**src/rtl/pwm_timer_pkg.sv**
```systemverilog
package pwm_timer_pkg;
    typedef enum logic [2:0] {
        ST_IDLE   = 3'd0,
        ST_ARMED  = 3'd1,
        ST_ACTIVE = 3'd2,
        ST_DRAIN  = 3'd3,
        ST_HALT   = 3'd4
    } mod_state_t;

    localparam logic [1:0] TRIG_OFF  = 2'd0;
    localparam logic [1:0] TRIG_OVF  = 2'd1;
    localparam logic [1:0] TRIG_BOTH = 2'd2;
endpackage

```
**src/rtl/pwm_tick_counter.sv**
```systemverilog
module pwm_tick_counter #(
    parameter int W = 32
) (
    input  logic         clk,
    input  logic         rst_n,
    input  logic         run_en,
    input  logic [W-1:0] load_val,
    input  logic [W-1:0] cmp_val,
    input  logic         cmp_en,
    input  logic         preset_we,
    input  logic [W-1:0] preset_val,
    output logic [W-1:0] cnt,
    output logic         ovf_evt,
    output logic         match_evt
);
    localparam logic [W-1:0] TOP = '1;

    always_ff @(posedge clk or negedge rst_n) begin
        if (!rst_n) begin
            cnt <= '0;
        end else if (preset_we) begin
            cnt <= preset_val;
        end else if (run_en) begin
            cnt <= (cnt == TOP) ? load_val : cnt + 1'b1;
        end
    end

    assign ovf_evt   = run_en && (cnt == TOP);
    assign match_evt = run_en && cmp_en && (cnt == cmp_val);


    cnt_hold_chk: assert property (@(posedge clk) disable iff (!rst_n)
        (!run_en && !preset_we) |=> $stable(cnt));


    reload_chk: assert property (@(posedge clk) disable iff (!rst_n)
        (ovf_evt && !preset_we) |=> (cnt == $past(load_val)));


    no_double_ovf_chk: assert property (@(posedge clk) disable iff (!rst_n)
        (ovf_evt && !preset_we && load_val != TOP) |=> !ovf_evt);
endmodule

```
**src/rtl/pwm_mod_fsm.sv**
```systemverilog
module pwm_mod_fsm
    import pwm_timer_pkg::*;
(
    input  logic       clk,
    input  logic       rst_n,
    input  logic       run_en,
    input  logic [1:0] trig_sel,
    input  logic       pulse_mode,
    input  logic       idle_level,
    input  logic       ovf_evt,
    input  logic       match_evt,
    output logic       pwm_out
);
    mod_state_t st, nxt;
    logic [1:0] trig_q;
    logic       fire;
    logic       trig_on;

    assign trig_on = (trig_sel != TRIG_OFF);

    always_comb begin
        nxt = st;
        unique case (st)
            ST_IDLE:   if (run_en && trig_on) nxt = ST_ARMED;
            ST_ARMED: begin
                if (!run_en || !trig_on) nxt = ST_IDLE;
                else if (ovf_evt)        nxt = ST_ACTIVE;
            end
            ST_ACTIVE: begin
                if (!run_en)       nxt = ST_IDLE;
                else if (!trig_on) nxt = ovf_evt ? ST_HALT : ST_DRAIN;
            end
            ST_DRAIN: begin
                if (!run_en)      nxt = ST_IDLE;
                else if (trig_on) nxt = ST_ARMED;
                else if (ovf_evt) nxt = ST_HALT;
            end
            ST_HALT: begin
                if (!run_en)      nxt = ST_IDLE;
                else if (trig_on) nxt = ST_ARMED;
            end
            default: nxt = ST_IDLE;
        endcase
    end

    always_comb begin
        unique case (st)
            ST_ARMED:           fire = run_en && trig_on && ovf_evt;
            ST_ACTIVE, ST_DRAIN: fire = run_en &&
                                  (ovf_evt || (match_evt && trig_q == TRIG_BOTH));
            default:            fire = 1'b0;
        endcase
    end

    always_ff @(posedge clk or negedge rst_n) begin
        if (!rst_n) st <= ST_IDLE;
        else        st <= nxt;
    end

    always_ff @(posedge clk or negedge rst_n) begin
        if (!rst_n) begin
            pwm_out <= 1'b0;
            trig_q  <= TRIG_OFF;
        end else begin
            if (st == ST_IDLE)  pwm_out <= idle_level;
            else if (!run_en)   pwm_out <= pwm_out;
            else if (fire)      pwm_out <= pulse_mode ? ~idle_level : ~pwm_out;
            else if (pulse_mode) pwm_out <= idle_level;
            if ((st == ST_ARMED || st == ST_ACTIVE) && trig_on)
                trig_q <= trig_sel;
        end
    end


    early_match_gate_chk: assert property (@(posedge clk) disable iff (!rst_n)
        (st == ST_ARMED && run_en && trig_on && !ovf_evt && !pulse_mode)
        |=> $stable(pwm_out));


    halt_hold_chk: assert property (@(posedge clk) disable iff (!rst_n)
        (st == ST_HALT && run_en && !trig_on && !pulse_mode) |=> $stable(pwm_out));


    idle_follow_chk: assert property (@(posedge clk) disable iff (!rst_n)
        (st == ST_IDLE) |=> (pwm_out == $past(idle_level)));


    pulse_base_chk: assert property (@(posedge clk) disable iff (!rst_n)
        (st == ST_ACTIVE && run_en && pulse_mode && !ovf_evt && !match_evt)
        |=> (pwm_out == $past(idle_level)));
endmodule

```
**src/rtl/pwm_timer.sv**
```systemverilog
module pwm_timer #(
    parameter int W = 32
) (
    input  logic         clk,
    input  logic         rst_n,
    input  logic         run_en,
    input  logic [W-1:0] load_val,
    input  logic [W-1:0] cmp_val,
    input  logic         cmp_en,
    input  logic [1:0]   trig_sel,
    input  logic         pulse_mode,
    input  logic         idle_level,
    input  logic         preset_we,
    input  logic [W-1:0] preset_val,
    output logic         pwm_out,
    output logic         ovf_pulse,
    output logic         match_pulse,
    output logic [W-1:0] count
);
    logic ovf_w, match_w;

    pwm_tick_counter #(.W(W)) u_cnt (
        .clk(clk), .rst_n(rst_n), .run_en(run_en),
        .load_val(load_val), .cmp_val(cmp_val), .cmp_en(cmp_en),
        .preset_we(preset_we), .preset_val(preset_val),
        .cnt(count), .ovf_evt(ovf_w), .match_evt(match_w)
    );

    pwm_mod_fsm u_fsm (
        .clk(clk), .rst_n(rst_n), .run_en(run_en), .trig_sel(trig_sel),
        .pulse_mode(pulse_mode), .idle_level(idle_level),
        .ovf_evt(ovf_w), .match_evt(match_w), .pwm_out(pwm_out)
    );

    assign ovf_pulse   = ovf_w;
    assign match_pulse = match_w;
endmodule

```
**config.mk**
```make
export PLATFORM = sky130hd
export DESIGN_NAME = pwm_timer
export DESIGN_NICKNAME = d
export VERILOG_FILES = /design/src/rtl/pwm_timer_pkg.sv /design/src/rtl/pwm_tick_counter.sv /design/src/rtl/pwm_mod_fsm.sv /design/src/rtl/pwm_timer.sv
export SDC_FILE = /design/constraint.sdc
export NUM_CORES = 1
export LEC_CHECK = 0
export BUFFER_PORTS_ARGS = -buffer_cell sky130_fd_sc_hd__buf_4
export CAP_MARGIN = 20
export CORE_UTILIZATION = 40
export DETAILED_ROUTE_END_ITERATION = 16
export PLACE_DENSITY = 0.72
export SLEW_MARGIN = 20
export SYNTH_ARGS = -nofsm -noshare
export SYNTH_HDL_FRONTEND = slang
export SYNTH_SLANG_ARGS = --single-unit
export TNS_END_PERCENT = 50
```
**constraint.sdc**
```tcl
create_clock -name clk -period 2.6 [get_ports clk]
set_clock_uncertainty 0.1 [all_clocks]
set_input_delay 0.13 -clock clk [delete_from_list [all_inputs] [get_ports clk]]
set_output_delay 0.13 -clock clk [all_outputs]
set_load 0.005 [all_outputs]
```
==> impl_summary.txt <==
----------------------------------------------------
[Yosys]
  Most common flop cell mapped by yosys ... sky130_fd_sc_hd__dfrtp_1
  Synthesized netlist net count ... 501
  FF+latch count, synth ... 38
  Cells after Synth ... 395
  Top cell type by total area after synthesis ... sky130_fd_sc_hd__dfrtp_1
  Sequential share of the synthesized area ... 0.290
  Mean cell area of the mapped netlist ... 8.30 µm²
  Count of cell types in the netlist ... 55
  Top post-synthesis cells by area ... sky130_fd_sc_hd__dfrtp_1 (29%), sky130_fd_sc_hd__xnor2_1 (11%), sky130_fd_sc_hd__a21oi_1 (6.0%)
  Post-synthesis instance area ... 0.00328 mm²
  Count of flip-flops with a built-in enable after synthesis ... 0
  YS warnings ... 0
  Synth top area share ... 0.290
  Ys async rst share ... 1.00

[Route]
  First-pass DRT Iterations ... 5
  Routed length per instance ... 18.2 µm
  DRC Markers ... 0
  Routed vias ... 3799
  Vias per std cell ... 5.71
  Final routed wirelength across all metal layers ... 12100 µm
  ANT nets after route ... 0
  Initial DRC Count ... 239

[CTS]
  Clock Path Buffers ... 2
  Sink count of the clock tree ... 38
  Worst-skew pair later-pin latency ... 0.29 ns
  Resize count post-CTS ... 0
  H-Tree Depth ... 2
  Cell at the root of the clock tree ... sky130_fd_sc_hd__clkbuf_8
  Clk pin slew, worst setup/hold paths ... 0.08 ns
  Clock buffers created by TritonCTS ... 5
  Quantity of hold-fixing buffers added after cts ... 29
  CTS tree ... yes
  # Post-CTS Setup Buffers ... 0

[Critical path]
  Critical Path Start Type ... flop
  CP Capture Type ... output port
  Maximum fanout along the worst path ... 7
  Data required time at the worst endpoint ... 2.37 ns
  Setup CP Type ... reg2out
  Slowest library cell on the worst path ... sky130_fd_sc_hd__dfrtp_1
  CP peak stage delay ... 0.47 ns
  Arrival time reported for the critical path endpoint ... 2.27 ns
  CP cell instances ... xnor2_1 > nand2_1 > or3b_2 > nor4_1 > and4b_1 > buf_4

[Die]
  Cell row count ... 32
  Die ar. ... 0.00856 mm²
  Top-Level Pins ... 140
  Floorplan die height ... 92.5 µm
  Chip Width ... 92.5 µm
  Initial core utilization ... 0.420
  Core Footprint ... 0.00781 mm²

[Cells and area]
  Most used cells in the layout excluding fill and tap cells ... sky130_fd_sc_hd__buf_4 (153), sky130_fd_sc_hd__xnor2_1 (42), sky130_fd_sc_hd__a21oi_1 (39), sky130_fd_sc_hd__dfrtp_1 (38), sky130_fd_sc_hd__dlygate4sd3_1 (29)
  Total Nets Final ... 668
  Leading cell type in the layout, fill and taps excluded ... sky130_fd_sc_hd__buf_4
  # diodes ... 0
  Layout cell share with drive strength beyond 1 ... 0.316
  Layout overhead on the synthesized area ... 47.6%

[Global routing]
  Tot GR Track Use ... 0.285
  Most congested layer reported by global routing ... met2
  Sum of overflow across all layers after global routing ... 0
  Antenna violations before repair ... 0
  GR met3 Demand/Resource ... 0.0427
  Global-route wire length before repair ... 19200 µm
  Number of global-route vias before repair ... 3709
  Maximum number of pins on one net before global-route repair ... 39
  Global routing usage on met2 ... 0.451
  GR met1 Demand/Resource ... 0.401

[Timing]
  Highest Clock Rate ... 399 MHz
  Count of final max-slew check failures ... 0
  Hold Vio Cnt, Final ... 2
  Final setup violation count ... 0
  Hold Slack ... -0.00173 ns
  Rel. slew slack ... 0.615
  Accumulated negative setup slack ... 0 ns
  Transition time at the pin with the least slew margin ... 0.576 ns
  Setup repair after global routing missed its margin ... false
  Final worst path period need ... 2.50 ns
  Final period util ... 0.963

[Power]
  Share of power burned in registers ... 0.400
  Switching Share ... 0.334
  Power per cell area ... 401 mW/mm²
  Leak ... 0.00211 µW
  Design internal power ... 1290 µW
  Power share of the clock group ... 0.255
  Final Total Pwr ... 1940 µW
  Gate power share ... 0.345
  Peak supply drop ... 0.248 mV
  Net switching power ... 648 µW

[Place]
  Detailed Place HPWL ... 9020 µm
  Routability congestion estimate from global placement ... 0.943
  PortBufs ... 139

[Outcome]
  Failing checks ... hold timing
  Run status ... finished with violations

[Worst hold path]
  Hold/Removal Path Class ... in2reg

[Flow run]
  Reported max-cap violation count ... 0

----------------------------------------------------
-- Yosys cell counts, types with 3 or more instances --
master / count
sky130_fd_sc_hd__o211ai_1: 3
sky130_fd_sc_hd__nand2_1: 27
sky130_fd_sc_hd__o21ai_0: 26
sky130_fd_sc_hd__mux2i_1: 15
sky130_fd_sc_hd__nor4b_1: 3
sky130_fd_sc_hd__nand4_1: 18
sky130_fd_sc_hd__buf_6: 3
sky130_fd_sc_hd__xnor2_1: 42
sky130_fd_sc_hd__xor2_1: 12
sky130_fd_sc_hd__clkbuf_1: 10
sky130_fd_sc_hd__nor3b_1: 15
sky130_fd_sc_hd__a21oi_1: 39
sky130_fd_sc_hd__o21ai_1: 4
sky130_fd_sc_hd__dfrtp_1: 38
sky130_fd_sc_hd__nand3_1: 21
sky130_fd_sc_hd__inv_1: 9
sky130_fd_sc_hd__and3_1: 6
sky130_fd_sc_hd__nor3_1: 12
sky130_fd_sc_hd__a31oi_1: 4
sky130_fd_sc_hd__o31ai_1: 4
sky130_fd_sc_hd__nor4_1: 5
sky130_fd_sc_hd__a22oi_1: 3
sky130_fd_sc_hd__nor2_1: 23
sky130_fd_sc_hd__a221o_1: 4
sky130_fd_sc_hd__nand2b_1: 5
sky130_fd_sc_hd__and4_1: 3
sky130_fd_sc_hd__buf_2: 6
-- power by group through the flow --
stage          combinational, µW  clock, µW  sequential (µW)
6_report                     669        495              775
5_1_grt                      724        521              789
4_1_cts                      665        500              773
3_5_place_dp                 627          0              784
3_3_place_gp                 621          0              780
2_1_floorplan                316          0              752
-- area by class of cell --
cell class              count  area (µm²)
repair buffers            182        1440
clock buffers               8         110
well taps                 102         128
flip-flops and latches     38         951
inverters                   9        33.8
multi-input cells         326        2180
fillers                   695        2970
-- metrics by stage --
step / cells / cell area [µm²] / setup WS, ns / util
after floorplan: 395 / 3280 / 0.498 / -
after global routing: 665 / 4840 / 0.0323 / 0.620
after CTS: 665 / 4840 / 0.131 / 0.620
after detailed placement: 628 / 4440 / 0.211 / 0.568
after global placement: 628 / 4440 / 0.212 / 0.568
final: 665 / 4840 / 0.0967 / 0.620
-- critical path: cells and delay by family (launching register included) --
kind	cells	cell delay, ns
simple gates	4	1.08
flops	1	0.47
xor+xnor	1	0.32
buf+inv	1	0.12
-- registers in the layout (all words and copies together) (netlist names) --
signal,flops
u_cnt.cnt,32
u_fsm.pwm_out,1
u_fsm.st,3
u_fsm.trig_q,2
-- metal layers --
layer	part of all wire	up-vias
met5	0	-
met4	0.030	0
met3	0.080	31
met2	0.45	204
met1	0.44	1770
li1	-	1794
-- cell families after synthesis --
family / after synthesis / share of synthesized area
AND/OR/NAND/NOR: 159 / 0.295
AO/OA/AOI/OAI: 96 / 0.171
XOR/XNOR: 54 / 0.144
flip-flops: 38 / 0.290
buffers and inverters: 31 / 0.0458
multiplexers: 16 / 0.0493
adder cells (fa/ha/maj): 1 / 0.00382
-- final timing paths --
check | cells past startpoint | endpoint | slack, ns | start
worst max-delay path | 6 | match_pulse | 0.1 | u_cnt.cnt[1]
worst min-delay path | 3 | u_cnt.cnt[4] | -0.002 | load_val[4]
min in group asynchronous | 2 | u_cnt.cnt[29] | 0.26 | rst_n
worst min register to register | 1 | u_fsm.trig_q[1] | 0.42 | u_fsm.trig_q[1]
max in group asynchronous | 2 | u_cnt.cnt[15] | 1.78 | rst_n
worst max register to register | 5 | u_cnt.cnt[23] | 0.15 | u_cnt.cnt[2]
No activity file was read; power rests on OpenSTA's default activity.
